===== src/rtl/sense_barrier.sv =====
module sense_barrier #(
  parameter int P = 4
) (
  input  logic         clk,
  input  logic         rst_n,
  input  logic [P-1:0] arrive_i,
  output logic [P-1:0] release_o,
  output logic [P-1:0] waiting_o,
  output logic         flag_o,
  output logic         all_in_o
);
  localparam int CW = $clog2(P + 1);

  logic [P-1:0] lsense;
  logic         gflag;
  logic [CW-1:0] cnt;
  logic         relq;

  function automatic logic [CW:0] pop(input logic [P-1:0] v);
    logic [CW:0] s;
    s = '0;
    for (int k = 0; k < P; k++) s = s + {{CW{1'b0}}, v[k]};
    return s;
  endfunction

  logic [P-1:0] acc;
  logic [CW:0]  sum;
  logic         done;

  assign waiting_o = lsense ^ {P{gflag}};
  assign acc       = arrive_i & ~waiting_o;
  assign sum       = {1'b0, cnt} + pop(acc);
  assign done      = (sum == (CW+1)'(P));
  assign release_o = {P{relq}};
  assign flag_o    = gflag;
  assign all_in_o  = &(waiting_o | arrive_i);

  always_ff @(posedge clk) begin
    if (!rst_n) begin
      lsense <= '0;
      gflag  <= 1'b0;
      cnt    <= '0;
      relq   <= 1'b0;
    end else begin
      relq <= done;
      for (int i = 0; i < P; i++)
        if (acc[i]) lsense[i] <= ~gflag;
      if (done) begin
        gflag <= ~gflag;
        cnt   <= '0;
      end else begin
        cnt <= sum[CW-1:0];
      end
    end
  end

  assert_count_tracks_waiters_R2: assert property (@(posedge clk) disable iff (!rst_n)
    int'(cnt) == $countones(waiting_o));

  assert_release_all_or_none_R3: assert property (@(posedge clk) disable iff (!rst_n)
    (release_o == '0) || (&release_o));

  assert_release_after_all_in_R3: assert property (@(posedge clk) disable iff (!rst_n)
    all_in_o |=> (&release_o));

  assert_no_early_release_R9: assert property (@(posedge clk) disable iff (!rst_n)
    !all_in_o |=> (release_o == '0));

  assert_flag_flips_with_release_R4: assert property (@(posedge clk) disable iff (!rst_n)
    release_o[0] |-> (flag_o != $past(flag_o)));

  assert_flag_holds_otherwise_R4: assert property (@(posedge clk) disable iff (!rst_n)
    !all_in_o |=> $stable(flag_o));

  assert_nobody_waits_on_release_R5: assert property (@(posedge clk) disable iff (!rst_n)
    release_o[0] |-> ((waiting_o & ~$past(arrive_i)) == '0));

  for (genvar g = 0; g < P; g++) begin : g_chk
    assert_arrival_accepted_R5: assert property (@(posedge clk) disable iff (!rst_n)
      (!waiting_o[g] && arrive_i[g]) |=> (waiting_o[g] || release_o[g]));

    assert_extra_strobe_ignored_R6: assert property (@(posedge clk) disable iff (!rst_n)
      (waiting_o[g] && !all_in_o) |=> (waiting_o[g] && $stable(lsense[g])));
  end
endmodule


===== config.mk =====
export PLATFORM = sky130hd
export DESIGN_NAME = sense_barrier
export DESIGN_NICKNAME = d
export VERILOG_FILES = /design/src/rtl/sense_barrier.sv
export SDC_FILE = /design/constraint.sdc
export NUM_CORES = 1
export LEC_CHECK = 0
export ABC_CLOCK_PERIOD_IN_PS = 3150
export BUFFER_PORTS_ARGS = -buffer_cell sky130_fd_sc_hd__buf_2
export CORE_AREA = 2 2 39 41
export DETAILED_ROUTE_END_ITERATION = 6
export DIE_AREA = 0 0 41 43
export PLACE_DENSITY = 0.66
export RECOVER_POWER = 100
export SETUP_SLACK_MARGIN = 0.05
export SLEW_MARGIN = 20
export SYNTH_ARGS = -nofsm -noshare
export SYNTH_HDL_FRONTEND = slang
export SYNTH_SLANG_ARGS = --single-unit

===== constraint.sdc =====
create_clock -name clk -period 3.15 [get_ports clk]
set_input_delay 0.4725 -clock clk [delete_from_list [all_inputs] [get_ports clk]]
set_output_delay 0.4725 -clock clk [all_outputs]
set_load 0.01 [all_outputs]

* After elaboration in Yosys (flattened, before gate mapping)
Cells that the tools add are included.
** Operators by class
- Bitwise operators :: 6
- Reductions and logical operators :: 2
- Multipliers :: 0
- Shift operators :: 0
- $lt $le $gt $ge :: 0
- Add/sub/neg operators :: 4
- Multiplexer cells :: 0
- Eq/ne operators :: 1
- Divide/modulo/power cells :: 0
** Operators by type and width (count)
- $add A3 B1 Y4 :: 1
- $add A3 B4 Y4 :: 1
- $and A4 B4 Y4 :: 1
- $eq A4 B3 Y1 const B :: 1
- $not A4 Y4 :: 1
- $or A4 B4 Y4 :: 1
- $reduce_and A4 Y1 :: 1
- $xor A4 B4 Y4 :: 1
- $add A2 B1 Y3 :: 1
- $add A1 B1 Y2 :: 1
- $not A1 Y1 :: 2
- $reduce_or A2 Y1 :: 1
** Storage, ports and cells
- Output and inout port bits :: 10
- Memories :: 0
- Register bits after elaboration :: 9
- Word-level logic and storage cells :: 20
- Latch bits :: 0
- Bits in read-only memories :: 0
- Memory bits (writable) :: 0
- Input bits :: 6

* Depth between registers and ports, before layout
Gate-level depths: netlist of run 1.
- Word-level depth :: 9
- Depth in mapped cells :: 10
- Gate-level depth less buffers :: 9

* Least setup slack after synthesis of run 1
OpenSTA, ideal clock, no wires.
- Path kind :: reg-to-reg
- From :: reg gflag (netlist: flag_o)
- To :: reg gflag (netlist: flag_o)
- Stages on the path, launching flop included :: 11
- Period minus slack after synthesis :: 2958 ps
- Data required time :: 3078 ps
- Setup time :: 72 ps
- Arrival :: 2886 ps
- Path buffers :: 1
- Path slack :: 192 ps
- Path through :: dfxtp_1 > buf_2 > xor2_1 > nor2_1 > fa_1 > fa_1 > inv_1 > fa_1 > xor2_1 > a2111oi_2 > mux2i_1
** On the way
- Longest elaborated chain between the ends :: 8
- Elaborated cells on any way between the ends :: 9
- Classes of those cells :: add/sub: 4; eq/ne: 1; bitwise: 4
** Ends and longest elaborated chain
- start: declaration :: line 15 : logic gflag;
- start signal: assignment :: line 49 : gflag <= ~gflag;
- $xor A4 B4 Y4 :: line 30 : assign waiting_o = lsense ^ {P{gflag}};
- named net waiting_o[0] :: line 8 : output logic [P-1:0] waiting_o,
- $not A4 Y4 :: line 31 : assign acc = arrive_i & ~waiting_o;
- $and A4 B4 Y4 :: line 31
- named net acc[0] :: line 26 : logic [P-1:0] acc;
- $add A1 B1 Y2 :: line 22 : for (int k = 0; k < P; k++) s = s + {{CW{1'b0}}, v[k]};
- $add A2 B1 Y3 :: line 22
- $add A3 B1 Y4 :: line 22
- $add A3 B4 Y4 :: line 32 : assign sum = {1'b0, cnt} + pop(acc);
- $eq A4 B3 Y1 :: line 33 : assign done = (sum == (CW+1)'(P));
The timed path passes the listed nets, and every way through them passes these cells.
A chain may end at the register's enable or synchronous reset.

* Final worst setup path of run 1
- From :: reg gflag (netlist: flag_o)
- To :: reg gflag (netlist: flag_o)
** On the way
- Longest elaborated chain between the ends :: 8
- Elaborated cells on any way between the ends :: 9
- Classes of those cells :: add/sub: 4; eq/ne: 1; bitwise: 4
** Ends and longest elaborated chain (line)
- $xor A4 B4 Y4 :: 30
- $not A4 Y4 :: 31
- $and A4 B4 Y4 :: 31
- named net acc[0] :: 26
- $add A1 B1 Y2 :: 22
- $add A2 B1 Y3 :: 22
- $add A3 B1 Y4 :: 22
- $add A3 B4 Y4 :: 32
- $eq A4 B3 Y1 :: 33
The timed path passes the listed nets, and every way through them passes these cells.

==> results of run 1 <==
==> cell families (layout without fill, tap and decap cells) <==
family | count (synthesis) | count (layout) | synth area share, %
AND/OR/NAND/NOR | 17 | 17 | 17.1
buffers and inverters | 14 | 29 | 12.7
flip-flops | 9 | 9 | 33.3
AO/OA/AOI/OAI | 7 | 7 | 9.72
XOR/XNOR | 5 | 5 | 8.10
adder cells (fa/ha/maj) | 4 | 4 | 13.4
multiplexers | 3 | 3 | 5.56
==> where the power goes <==
part	switching, mW	internal [mW]
sequential	0.0337	0.150
clock	0.0421	0.0468
combinational	0.220	0.160
==> critical path: cells and delay by family, from the launching register on <==
kind            cells  cell delay (ps)
compound gates      1              420
fa+ha+maj           3             1080
xor+xnor            2              440
mux                 1              220
simple gates        1               90
buf+inv             1               60
flops               1              470
==> state kept, by name, indices dropped and copies added, names as in the netlist <==
signal	cells
flag_o	1
lsense	4
cnt	3
relq	1
==> final cells by class <==
| type | instances | area, µm² |
|---|---|---|
| repair buffers | 16 | 66.3 |
| clock buffers | 3 | 22.5 |
| fillers | 142 | 752 |
| well taps | 16 | 20.0 |
| multi-input cells | 36 | 304 |
| inverters | 9 | 33.8 |
| flip-flops and latches | 9 | 180 |
| clock inverters | 1 | 5.00 |
==> synthesized netlist by cell type, drive strengths merged <==
library cell | instances | area, µm²
ha | 1 | 12.5
nor2 | 4 | 15.0
o221ai | 1 | 8.76
fa | 3 | 60.1
o22ai | 1 | 6.26
mux2i | 3 | 30.0
inv | 9 | 33.8
dfxtp | 9 | 180
a21oi | 1 | 5.00
a2111oi | 1 | 15.0
nand2b | 2 | 12.5
a21o | 1 | 7.51
nand2 | 2 | 7.51
nand3 | 1 | 5.00
nor2b | 3 | 18.8
o21ai | 2 | 10.0
buf | 5 | 35.0
nor3b | 1 | 7.51
xor2 | 5 | 43.8
and2 | 4 | 26.3
==> metrics by stage <==
| stage | setup WS (ps) | utilization, % | power, mW | std cells | area, µm² |
|---|---|---|---|---|---|
| global placement | 226 | 43.9 | 0.549 | 86 | 608 |
| global route | 142 | 45.7 | 0.723 | 90 | 632 |
| floorplan | 192 | - | 0.464 | 59 | 541 |
| finish | 306 | 45.7 | 0.653 | 90 | 632 |
| CTS | 197 | 45.9 | 0.644 | 90 | 636 |
| detailed placement | 192 | 43.9 | 0.550 | 86 | 608 |
==> how the worst min path moves through the flow <==
stage,to,slack (ps),cells after the start
CTS,lsense[1]$_SDFFE_PN0P_,530,2
finish,lsense[1]$_SDFFE_PN0P_,540,2
global route,cnt[1]$_SDFF_PP0_,560,2
floorplan,lsense[0]$_SDFFE_PN0P_,510,2
detailed placement,lsense[3]$_SDFFE_PN0P_,540,2
global placement,lsense[3]$_SDFFE_PN0P_,520,2
==> routing by layer <==
metal  vias up  track usage [%]  part of all wire, %
met2        11             18.8                   51
li1        210                -                    -
met5         -                0                    0
met1       176             12.0                   42
met3         2             1.57                  5.5
met4         0             10.0                  1.1
==> repair_timing <==
action,CTS,global route
gates resized for setup,0,1
endpoints found under the setup margin,0,1
buffers inserted,0,0
hold buffers,0,0
==> impl_metrics.csv, run 1 <==
group,metric,value,unit
worst_setup_path,worstReg2RegEnd,"flag_o$_SDFFE_PN0N_",
job,timing.max_cap.violations,0,
place,total_of_buffers_placed_on_input_and_output_ports,15,
global_routing,grt_overflow,0,
die,floorplan.die.height,43,µm
power_and_ir_drop,vdd.ir_drop.worst,0.000292,V
sta,worstMarginPinSlew,354,ps
sta,timing_hold_violations_final,0,
worst_setup_path,r2r.worst_path.cells,9,
hold_path,hold_path_class,"in -> reg",
global_routing,grt_util_all_layers,11.6,%
place,dpl_hpwl,725,µm
clock_network,cts_made_buffers,3,
worst_setup_path,crit_chain,"xor2_1 -> nor2_1 -> fa_1 -> fa_1 -> inv_1 -> fa_1 -> xor2_1 -> a2111oi_4 -> mux2i_1",
sta,drv_slew,0,
final_layout,final_cell_mix,"11 x sky130_fd_sc_hd__clkbuf_1, 9 x sky130_fd_sc_hd__inv_1, 9 x sky130_fd_sc_hd__dfxtp_1",
global_routing,vias_in_the_first_global_route,379,
final_layout,post_route_cells_drive_above_1_share,14.9,%
worst_setup_path,cp_data_required_time,3340,ps
detailed_routing,drtPass1Iterations,2,
synthesis,synth_warnings,0,
synthesis,syn-cell-area,541,µm²
sta,fmax,352,MHz
worst_setup_path,critical_path.endpoint_type,"flop",
worst_setup_path,slowest_delay,520,ps
detailed_routing,routed_via_density,4.43,
synthesis,post_synthesis_net_count,69,
global_routing,number_of_antenna_violations_at_the_first_check_in_global_routing,0,
detailed_routing,ant_nets,0,
final_layout,number_of_nets_in_the_final_layout,85,
die,die_wd,41,µm
final_layout,leading_cell_type_in_the_layout_fill_and_taps_excluded,"sky130_fd_sc_hd__clkbuf_1",
worst_setup_path,worst_ep_arrival_time,3030,ps
synthesis,synthesis.area_per_instance,9.16,µm²
die,design.die.area,1760,µm²
detailed_routing,finalWirelength,899,µm
place,globalplace.congestion,0.647,
sta,fin_crit,2840,ps
sta,rsz0062_at_grt,"no",
detailed_routing,count_of_routing_violations_after_the_opening_detailed_route_iteration,3,
sta,final.setup_skew,1.45,ps
synthesis,synth.ff_latch_count,9,
worst_setup_path,critical_path.startpoint_type,"flop",
worst_setup_path,cp_common_cell,"sky130_fd_sc_hd__fa_1",
worst_setup_path,worstSetupEndpoint,"flag_o$_SDFFE_PN0N_",
worst_setup_path,cell_at_the_slowest_stage_of_the_critical_path,"sky130_fd_sc_hd__fa_1",
global_routing,grt_max_degree,11,
global_routing,first_pass_grt_wire_length,1350,µm
clock_network,root_buffer,"sky130_fd_sc_hd__clkbuf_4",
detailed_routing,average_routed_wire_per_standard_cell,9.99,µm
final_layout,num_antenna_cells,0,
sta,setup_viol_count_final,0,
synthesis,share_of_synthesized_area_occupied_by_flip_flops_and_latches,33.3,%
clock_network,clock_path_buffers,2,
clock_network,clk-insertion-delay-late,260,ps
worst_setup_path,setup.worst_path.start,"flag_o$_SDFFE_PN0N_",
die,boundaryPins,16,
final_layout,areaGrowthSynthToFinish,16.9,%
die,starting_density_of_the_core,39.1,%
worst_setup_path,reg2reg_slack,310,ps
clock_network,cts.reportedPaths.clkPinSlew,60,ps
run_status,result_of_the_run,"complete, no violations",
power_and_ir_drop,cellLeakagePower,0.295,nW
power_and_ir_drop,p_per_area,1030,nW/µm²
detailed_routing,drc,0,
worst_setup_path,critical_path_peak_fanout,7,
detailed_routing,num_vias,399,
clock_network,ctsHtreeMaxLevel,1,
die,core.rowCount,14,
synthesis,synth.lib_cells_used.distinct,22,
synthesis,synthCells,59,
sta,final.hold.worst_slack,536,ps
die,fp.coreArea,1380,µm²
sta,relSlewSlack,76.4,%
sta,finalSetupTns,0,ps
worst_setup_path,r2r-start,"flag_o$_SDFFE_PN0N_",
hold_path,min_from,"rst_n",
clock_network,tritoncts,"built",
sta,post-route-period-util,90.3,%
worst_setup_path,worstSetupPathType,"reg -> reg",
clock_network,numClockSinks,9,
(Power assumes the default switching activity.)
==> run 2, diff against run 1 <==
Settings changed: ABC_AREA set to 1, PLACE_DENSITY 0.66 to 0.68.
==> run 2 against run 1 <==
Effect of this change:
- sequential power shrank 9%
- global-route usage grew 2.4 points
- core utilization shrank 0.18 points
- register-to-register slack gained 80 ps
- sequential share of layout area grew 0.11 points
- worst hold slack lost 120 ps
- power shrank 24%
- clock skew grew 0.66 ps
- combinational power shrank 37%
- fmax grew 2.9%
- non-clock buffer count is the same
- first-iteration DRC count grew to 2.7 times the previous value
- largest power group unchanged
- highest routed layer is now met3
==> impl_metrics.csv, run 2 <==
group,metric,value,unit
run_status,result_of_the_run,"complete, no violations",
sta,timing_hold_violations_final,0,
clock_network,root_buffer,"sky130_fd_sc_hd__clkbuf_4",
final_layout,number_of_nets_in_the_final_layout,105,
final_layout,areaGrowthSynthToFinish,11.8,%
sta,worstMarginPinSlew,334,ps
clock_network,clk-insertion-delay-late,250,ps
synthesis,synthesized_area_fraction_occupied_by_ao_oa_aoi_and_oai_cells,7.11,%
power_and_ir_drop,power.total,495,µW
synthesis,post_synth_fa_ha_maj_area_fraction,12.9,%
sta,fmax,362,MHz
job,timing.max_cap.violations,0,
clock_network,hold_buf_cts,0,
sta,setup_viol_count_final,0,
detailed_routing,finalWirelength,1050,µm
place,dpl_hpwl,893,µm
sta,final.setup_skew,2.11,ps
clock_network,ctsHtreeMaxLevel,1,
final_layout,n_fill_cell,163,
sta,drv_slew,0,
synthesis,number_of_enable_type_register_cells_in_the_synthesized_netlist,0,
sta,relSlewSlack,77.7,%
global_routing,grt_max_degree,9,
worst_setup_path,setup.worst_path.start,"flag_o$_SDFFE_PN0N_",
hold_path,hold_path_class,"in -> reg",
die,boundaryPins,16,
final_layout,regMostFlops,"lsense",
sta,final.hold.worst_slack,415,ps
final_layout,post_route_cells_drive_above_1_share,8.51,%
power_and_ir_drop,switching_share,42.1,%
synthesis,synth.lib_cells_used.distinct,14,
place,place.detailed.instances,106,
final_layout,top_regs,"lsense (4), cnt (3)",
die,fp.coreArea,1380,µm²
detailed_routing,drc,0,
power_and_ir_drop,power.share.combinational,48.6,%
global_routing,vias_in_the_first_global_route,456,
global_routing,grt_util_all_layers,13.9,%
global_routing,first_pass_grt_wire_length,1660,µm
die,starting_density_of_the_core,40.7,%
final_layout,number_of_flip_flops_in_the_largest_register,4,
worst_setup_path,cp_data_required_time,3340,ps
power_and_ir_drop,power.net_switching,209,µW
synthesis,post_synth_main_area_contributors,"sky130_fd_sc_hd__dfxtp_1 32%, sky130_fd_sc_hd__inv_1 12%, sky130_fd_sc_hd__nand2_1 12%",
synthesis,post_synthesis_net_count,89,
clock_network,tritoncts,"built",
synthesis,syn-cell-area,563,µm²
detailed_routing,routed_via_density,4.28,
synthesis,share_of_synthesized_area_occupied_by_flip_flops_and_latches,32.0,%
worst_setup_path,worstSetupPathType,"reg -> reg",
worst_setup_path,worst_ep_arrival_time,2950,ps
final_layout,num_antenna_cells,0,
die,die_wd,41,µm
power_and_ir_drop,power.share.clock,17.4,%
synthesis,synth_top_family_by_area,"simple AND/OR/NAND/NOR gates",
clock_network,clock_path_buffers,2,
clock_network,cts.reportedPaths.clkPinSlew,60,ps
worst_setup_path,critical_path_peak_fanout,7,
sta,fin_crit,2770,ps
power_and_ir_drop,p_int,287,µW
worst_setup_path,cell_at_the_slowest_stage_of_the_critical_path,"sky130_fd_sc_hd__dfxtp_1",
worst_setup_path,critical_path.endpoint_type,"flop",
worst_setup_path,crit_chain,"xnor2_1 -> inv_1 -> nor2_1 -> fa_1 -> fa_1 -> inv_1 -> fa_1 -> nand2_1 -> inv_1 -> nand3_1 -> nand2_1 -> nor2_1",
synthesis,post_synth_and_or_nand_nor_area_fraction,22.4,%
synthesis,xor_xnor_cell_area_share_of_the_yosys_netlist,6.22,%
synthesis,synth.ff_latch_count,9,
global_routing,grt_overflow,0,
place,globalplace.congestion,0.780,
synthesis,ys_dominant_reg_cell,"sky130_fd_sc_hd__dfxtp_1",
die,core.rowCount,14,
power_and_ir_drop,vdd.ir_drop.worst,0.000436,V
worst_setup_path,reg2reg_slack,380,ps
synthesis,synthCells,79,
sta,rsz0062_at_grt,"no",
worst_setup_path,critical_path.startpoint_type,"flop",
synthesis,synth.largest_area_cell,"sky130_fd_sc_hd__dfxtp_1",
detailed_routing,drtPass1Iterations,4,
hold_path,min_from,"arrive_i[1]",
power_and_ir_drop,p_per_area,787,nW/µm²
detailed_routing,count_of_routing_violations_after_the_opening_detailed_route_iteration,8,
synthesis,ys_async_sr_fraction,0,%
synthesis,synth_warnings,0,
detailed_routing,num_vias,471,
synthesis,synth_commonest_cells,"18 x sky130_fd_sc_hd__inv_1, 18 x sky130_fd_sc_hd__nand2_1, 10 x sky130_fd_sc_hd__nor2_1",
sta,finalSetupTns,0,ps
detailed_routing,average_routed_wire_per_standard_cell,9.55,µm
die,design.die.area,1760,µm²
power_and_ir_drop,pwr-share-seq,34.0,%
place,total_of_buffers_placed_on_input_and_output_ports,15,
clock_network,post_cts.resized_instances,0,
synthesis,synthesis.area_per_instance,7.13,µm²
final_layout,post_layout_nonfiller_instances,110,
clock_network,cts.repair_timing.setup_buffer_count,0,
synthesis,netlist.area_leader.share,32.0,%
clock_network,numClockSinks,9,
power_and_ir_drop,cellLeakagePower,0.336,nW
final_layout,final_cell_mix,"18 x sky130_fd_sc_hd__inv_1, 18 x sky130_fd_sc_hd__nand2_1, 12 x sky130_fd_sc_hd__clkbuf_1",
synthesis,synthMuxAreaShare,0,%
sta,post-route-period-util,87.8,%
detailed_routing,ant_nets,0,
clock_network,cts_made_buffers,3,
global_routing,number_of_antenna_violations_at_the_first_check_in_global_routing,0,
worst_setup_path,r2r-start,"flag_o$_SDFFE_PN0N_",
worst_setup_path,slowest_delay,470,ps
die,floorplan.die.height,43,µm
## run 2: logic make-up (layout without fill, tap and decap cells)
family	count (synthesis)	count (layout)
simple gates	31	31
fa+ha+maj	4	4
xor+xnor	4	4
compound gates	8	8
flops	9	9
buf+inv	23	38
## run 2: path summary, 6_finish.rpt
path / cells after the start / end
max reg2reg: 12 / cnt[2]$_SDFF_PP0_
max: 12 / cnt[2]$_SDFF_PP0_
min: 2 / lsense[1]$_SDFFE_PN0P_
min reg2reg: 2 / lsense[3]$_SDFFE_PN0P_
## run 2: final cells by class
type,instances,area (µm²),share of cell area [%]
sequential,9,180,28.6
tap,16,20.0,3.18
clock buffer,4,26.3,4.17
inverter,18,67.6,10.7
multi-input combinational,47,269,42.7
timing repair buffer,16,66.3,10.5
## run 2: per-layer routing
metal  share of wire [%]  global-route usage, %  vias up  wire length (µm)
met5                   0                      0        -                 0
met4                   0                   6.00        0                 0
met3                 4.8                   3.14        0                50
met2                  49                   22.8       10               513
met1                  46                   16.4      202               487
li1                    -                      -      259                 -
## run 2: power groups by stage
stage               combinational, mW  clock, mW  sequential [mW]
global route                    0.291     0.0936            0.172
detailed placement              0.256          0            0.171
floorplan                       0.213          0            0.165
CTS                             0.259     0.0914            0.168
finish                          0.241     0.0863            0.168
global placement                0.253          0            0.169
## run 2: critical path, delay by kind of cell, from the launching register on
family / cells / cell delay (ps)
adders and majority gates: 3 / 1270
and+or+nand+nor: 5 / 580
DFF: 1 / 470
buffers and inverters: 3 / 200
xor gates and xnor gates: 1 / 180
## run 2: stage by stage
step,worst slack [ps],utilization [%],instance area (µm²)
2_1_floorplan,533,-,563
3_3_place_gp,521,45.1,624
3_5_place_dp,422,45.1,624
4_1_cts,410,47.0,651
5_1_grt,185,45.5,629
6_report,385,45.5,629
